--- config.mk ---
export PLATFORM = sky130hd
export DESIGN_NAME = reset_vector_fetch
export DESIGN_NICKNAME = d
export VERILOG_FILES = /design/src/rtl/rvf_pkg.sv /design/src/rtl/rvf_ctrl.sv /design/src/rtl/rvf_datapath.sv /design/src/rtl/reset_vector_fetch.sv
export SDC_FILE = /design/constraint.sdc
export NUM_CORES = 1
export LEC_CHECK = 0
export BUFFER_PORTS_ARGS = -buffer_cell sky130_fd_sc_hd__buf_2
export CORE_AREA = 2 2 107 109
export CTS_BUF_LIST = sky130_fd_sc_hd__clkbuf_4 sky130_fd_sc_hd__clkbuf_8
export CTS_CLUSTER_SIZE = 30
export DETAILED_ROUTE_END_ITERATION = 16
export DIE_AREA = 0 0 109 111
export PLACE_DENSITY = 0.67
export SYNTH_ARGS = -nofsm -noshare
export SYNTH_HDL_FRONTEND = slang
export SYNTH_SLANG_ARGS = --single-unit
--- constraint.sdc ---
create_clock -name clk -period 2.2 [get_ports clk]
set_input_delay 0.11 -clock clk [delete_from_list [all_inputs] [get_ports clk]]
set_output_delay 0.11 -clock clk [all_outputs]
set_load 0.005 [all_outputs]
--- src/rtl/rvf_pkg.sv ---
package rvf_pkg;
  typedef struct packed {
    logic capSspHi;
    logic capSspLo;
    logic capPcHi;
    logic commit;
  } rvfStrobe_t;

  typedef enum logic [2:0] {
    ST_DELAY,
    ST_RD0,
    ST_RD1,
    ST_RD2,
    ST_RD3,
    ST_GO,
    ST_RUN
  } rvfState_t;
endpackage

--- src/rtl/rvf_ctrl.sv ---
module rvf_ctrl
  import rvf_pkg::*;
#(
  parameter int START_DELAY = 4
) (
  input  logic       clk,
  input  logic       rstN,
  input  logic       busAck,
  output logic       busRd,
  output logic [1:0] wordIdx,
  output rvfStrobe_t strb,
  output logic       fetchGo
);
  localparam int CNT_W = (START_DELAY < 2) ? 1 : $clog2(START_DELAY + 1);
  localparam logic [CNT_W-1:0] CNT_LAST = CNT_W'(START_DELAY - 1);

  rvfState_t state, stateNxt;
  logic [CNT_W-1:0] dlyCnt;
  logic reading;

  always_comb begin
    reading = (state == ST_RD0) || (state == ST_RD1) ||
              (state == ST_RD2) || (state == ST_RD3);
    stateNxt = state;
    case (state)
      ST_DELAY: if (dlyCnt == CNT_LAST) stateNxt = ST_RD0;
      ST_RD0:   if (busAck) stateNxt = ST_RD1;
      ST_RD1:   if (busAck) stateNxt = ST_RD2;
      ST_RD2:   if (busAck) stateNxt = ST_RD3;
      ST_RD3:   if (busAck) stateNxt = ST_GO;
      ST_GO:    stateNxt = ST_RUN;
      default:  stateNxt = state;
    endcase
  end

  always_ff @(posedge clk or negedge rstN) begin
    if (!rstN) begin
      state  <= ST_DELAY;
      dlyCnt <= '0;
    end else begin
      state <= stateNxt;
      if (state == ST_DELAY && dlyCnt != CNT_LAST) dlyCnt <= dlyCnt + 1'b1;
    end
  end

  always_comb begin
    busRd   = reading;
    fetchGo = (state == ST_GO);
    case (state)
      ST_RD1:  wordIdx = 2'd1;
      ST_RD2:  wordIdx = 2'd2;
      ST_RD3:  wordIdx = 2'd3;
      default: wordIdx = 2'd0;
    endcase
    strb.capSspHi = (state == ST_RD0) && busAck;
    strb.capSspLo = (state == ST_RD1) && busAck;
    strb.capPcHi  = (state == ST_RD2) && busAck;
    strb.commit   = (state == ST_RD3) && busAck;
  end
endmodule

--- src/rtl/rvf_datapath.sv ---
module rvf_datapath
  import rvf_pkg::*;
#(
  parameter int ADDR_W = 20,
  parameter int DATA_W = 16,
  parameter int MASK_W = 3
) (
  input  logic                clk,
  input  logic                rstN,
  input  rvfStrobe_t          strb,
  input  logic [1:0]          wordIdx,
  input  logic [DATA_W-1:0]   busData,
  output logic [ADDR_W-1:0]   busAddr,
  output logic [2*DATA_W-1:0] sspOut,
  output logic [2*DATA_W-1:0] pcOut,
  output logic [MASK_W-1:0]   ipmOut,
  output logic                loadStb
);
  localparam int BYTES_PER_WORD = DATA_W / 8;
  localparam logic [MASK_W-1:0] MASK_MAX = '1;

  logic [DATA_W-1:0] sspHi, sspLo, pcHi;

  assign busAddr = ADDR_W'(wordIdx) * ADDR_W'(BYTES_PER_WORD);

  always_ff @(posedge clk or negedge rstN) begin
    if (!rstN) begin
      sspHi   <= '0;
      sspLo   <= '0;
      pcHi    <= '0;
      sspOut  <= '0;
      pcOut   <= '0;
      ipmOut  <= '0;
      loadStb <= 1'b0;
    end else begin
      if (strb.capSspHi) sspHi <= busData;
      if (strb.capSspLo) sspLo <= busData;
      if (strb.capPcHi)  pcHi  <= busData;
      loadStb <= strb.commit;
      if (strb.commit) begin
        sspOut <= {sspHi, sspLo};
        pcOut  <= {pcHi, busData};
        ipmOut <= MASK_MAX;
      end
    end
  end
endmodule

--- src/rtl/reset_vector_fetch.sv ---
module reset_vector_fetch
  import rvf_pkg::*;
#(
  parameter int ADDR_W      = 20,
  parameter int DATA_W      = 16,
  parameter int MASK_W      = 3,
  parameter int START_DELAY = 4
) (
  input  logic                clk,
  input  logic                rstN,
  output logic [ADDR_W-1:0]   busAddr,
  output logic                busRd,
  input  logic [DATA_W-1:0]   busData,
  input  logic                busAck,
  output logic [2*DATA_W-1:0] sspOut,
  output logic [2*DATA_W-1:0] pcOut,
  output logic [MASK_W-1:0]   ipmOut,
  output logic                loadStb,
  output logic                fetchGo
);
  rvfStrobe_t strb;
  logic [1:0] wordIdx;

  rvf_ctrl #(.START_DELAY(START_DELAY)) u_ctrl (
    .clk(clk), .rstN(rstN), .busAck(busAck), .busRd(busRd),
    .wordIdx(wordIdx), .strb(strb), .fetchGo(fetchGo)
  );

  rvf_datapath #(.ADDR_W(ADDR_W), .DATA_W(DATA_W), .MASK_W(MASK_W)) u_dp (
    .clk(clk), .rstN(rstN), .strb(strb), .wordIdx(wordIdx),
    .busData(busData), .busAddr(busAddr), .sspOut(sspOut),
    .pcOut(pcOut), .ipmOut(ipmOut), .loadStb(loadStb)
  );
endmodule

==> key figures <==
Status
  • Outcome: finished clean

Synthesis
  • Synth Cell Area: 4810 sq um
  • Sequential area share after synthesis: 62.4%
  • Top cells by area, synth: dfrtp_1 (62%), mux2_2 (26%), buf_4 (3.4%)
  • Synth cell types: 30
  • Post-synth top area share: 62.4%
  • Synth Flop Type: dfrtp_1
  • Synthesized flop and latch total: 120
  • Yosys top cell by area: dfrtp_1
  • Mapped Avg Cell Area: 16.2 sq um
  • Most frequent cells after synthesis: dfrtp_1 (120), mux2_2 (113), buf_4 (22)
  • Synth warnings: 0
  • Cell with the most instances after synthesis: dfrtp_1
  • Cell count after synthesis: 298
  • Post-synth EDFFs: 0
  • Fraction of registers with async set/reset: 100%

Worst setup path
  • Register-to-Register Setup Slack: 0.33 ns
  • Startpoint Class: register
  • Cell count of the worst reg-to-reg path: 4
  • Worst Setup End Kind: register
  • RR Endpoint: u_dp.sspOut[10]
  • Crit Path Class: reg -> reg
  • Arr. time, crit path: 2.18 ns
  • FF-to-FF Start: u_ctrl.state[2]
  • Critical path peak fanout: 24
  • Required time worst endpoint: 2.51 ns

CTS
  • CTS Root Buffer Type: clkbuf_8
  • Worst skew pair latency: 0.43 ns
  • Clk buf depth: 2
  • Clk slew on worst S/H paths: 0.07 ns
  • H-tree lvl count: 4
  • CTS Sinks: 120
  • TritonCTS clock tree: yes
  • Num CTS Buffers: 17

Placement
  • Place WS: 0.324 ns
  • DP Area: 5340 sq um
  • PortBufs: 90
  • Gpl congestion: 0.727
  • Placed insts: 522
  • Detailed-placement wirelength estimate: 5.46 mm

Global route
  • Grt ovf: 0
  • Largest net degree at the start of global routing: 57
  • First-pass GRT wire length: 13.6 mm
  • Total track usage: 14.9%
  • Number of global-route vias before repair: 2721
  • Initial antenna violation count: 0

Hold path
  • Worst Hold Class: in -> reg
  • Worst Hold Depth: 2
  • Min-delay src: busAck
  • Min-Delay Endpoint: u_ctrl.state[2]

Final layout
  • Flip-flop and latch area: 3000 sq um
  • Final Util: 53.4%
  • Nets: 436
  • Synth-to-layout area growth: 23.0%
  • Post-route insts no fill: 571
  • Layout cells sized above 1: 58.6%
  • # fillers: 945
  • Multi-input gate area: 1610 sq um
  • Design area: 5920 sq um
  • Ant diodes: 0

Run
  • Maxcap violations: 0

STA
  • Final Max Slew Viols: 0
  • Final Hold Vio Count: 0
  • RSZ-0062 raised after global routing: no
  • Final setup vio count: 0
  • Hold_ws: 0.0539 ns
  • Slew @ Worst Pin: 0.627 ns
  • Fmax: 0.534 GHz
  • Tcrit/Tclk final: 85.1%
  • Relative slew slack: 58.2%
  • Setup TNS: 0 ns
  • Clock Skew: 0.0108 ns
  • Final min period: 1.87 ns
  • Final worst slack: 0.329 ns

Power
  • Power Dens Cells: 1170 nW/um^2
  • Tot Pwr: 6.92 mW
  • Worst IR drop on VDD: 0.493 mV
  • Lkg Pwr: 2.96 nW

Drt
  • Drt first pass iters: 4
  • Remaining DRCs: 0
  • Vias per inst: 4.79
  • Drt wl/cell: 14.7 microns
  • Initial DRC Count: 69
  • Routed WL: 8.38 mm
  • Via count: 2734
  • Antenna Nets Post-Route: 0

Die
  • Die Y: 111 microns
  • I/O Pins: 109
  • Core area: 11100 sq um
  • Die W: 109 microns
  • Num rows: 39
  • Die Area: 12100 sq um
  • Initial core utilization: 43.5%
worst max-delay path by stage:
| stage | from | endpoint | depth (start not counted) |
|---|---|---|---|
| 5_1_grt | u_ctrl.state[2] | u_dp.pcOut[8] | 4 |
| 3_3_place_gp | u_ctrl.state[2] | u_dp.pcOut[8] | 4 |
| 2_1_floorplan | u_ctrl.state[2] | u_dp.sspHi[10] | 4 |
| 3_5_place_dp | u_ctrl.state[2] | u_dp.pcOut[12] | 4 |
| 4_1_cts | u_ctrl.state[2] | u_dp.sspOut[10] | 4 |
| 6_report | u_ctrl.state[2] | u_dp.sspOut[10] | 4 |
worst max-delay path: stages (launching register included):
cell     delay [ns]
dfrtp_1        0.62
nand2_1        0.18
nor3_4         0.21
buf_4          0.36
mux2_2         0.38
sequential cells by signal, indices dropped and copies added (netlist names):
name / flops
u_dp.pcOut: 32
u_dp.sspOut: 32
u_dp.pcHi: 16
u_dp.sspHi: 16
u_dp.sspLo: 16
u_ctrl.dlyCnt: 3
u_ctrl.state: 3
u_dp.ipmOut: 1
u_dp.loadStb: 1
report_power, final:
group	switching [mW]	total (mW)	internal, mW
logic	0.477	1.41	0.937
registers	0.448	3.49	3.04
clock network	0.901	2.02	1.12
total	1.83	6.92	5.09
layout make-up:
class	count	share of cell area (%)
clock buffer	17	3.95
inverter	2	0.127
clock inverter	15	3.02
sequential	120	50.7
multi-input combinational	159	27.2
tap	143	3.02
timing repair buffer	115	12.0
repair_timing:
item,CTS,global route
gates resized for setup,0,0
hold buffers,17,0
buffers inserted,0,0
endpoints found under the hold margin,101,0
layout by cell type, fill, tap and decap left out, drive strengths merged:
master / count
a221o: 1
a31o: 1
and3b: 1
buf: 98
bufinv: 3
clkbuf: 17
clkinv: 7
clkinvlp: 4
conb: 18
dfrtp: 120
dlygate4sd3: 17
ha: 2
inv: 3
mux2: 113
mux2i: 1
nand2: 2
nand2b: 2
nand3b: 1
nand4b: 1
nor2: 2
nor3: 1
nor3b: 3
nor4: 1
o21a: 2
o21ai: 3
or2: 1
xnor2: 2
xor2: 1
cell families (layout without fill, tap and decap cells):
kind of cell	Yosys count	in the layout	share of synthesized area (%)
AND/OR/NAND/NOR	15	15	3.17
buffers and inverters	36	149	5.64
multiplexers	114	114	26.6
XOR/XNOR	3	3	0.546
other	1	18	0.0779
AO/OA/AOI/OAI	7	7	1.01
adder cells (fa/ha/maj)	2	2	0.520
flip-flops	120	120	62.4
metal layers:
layer	routed length (microns)	share of wire [%]	vias up	track usage, %
met5	0	0	-	0
met4	153	1.8	0	7.18
met3	487	5.8	14	4.64
met2	4060	48	79	22.4
met1	3680	44	1395	19.4
li1	-	-	1246	-
(Power assumes the default switching activity.)
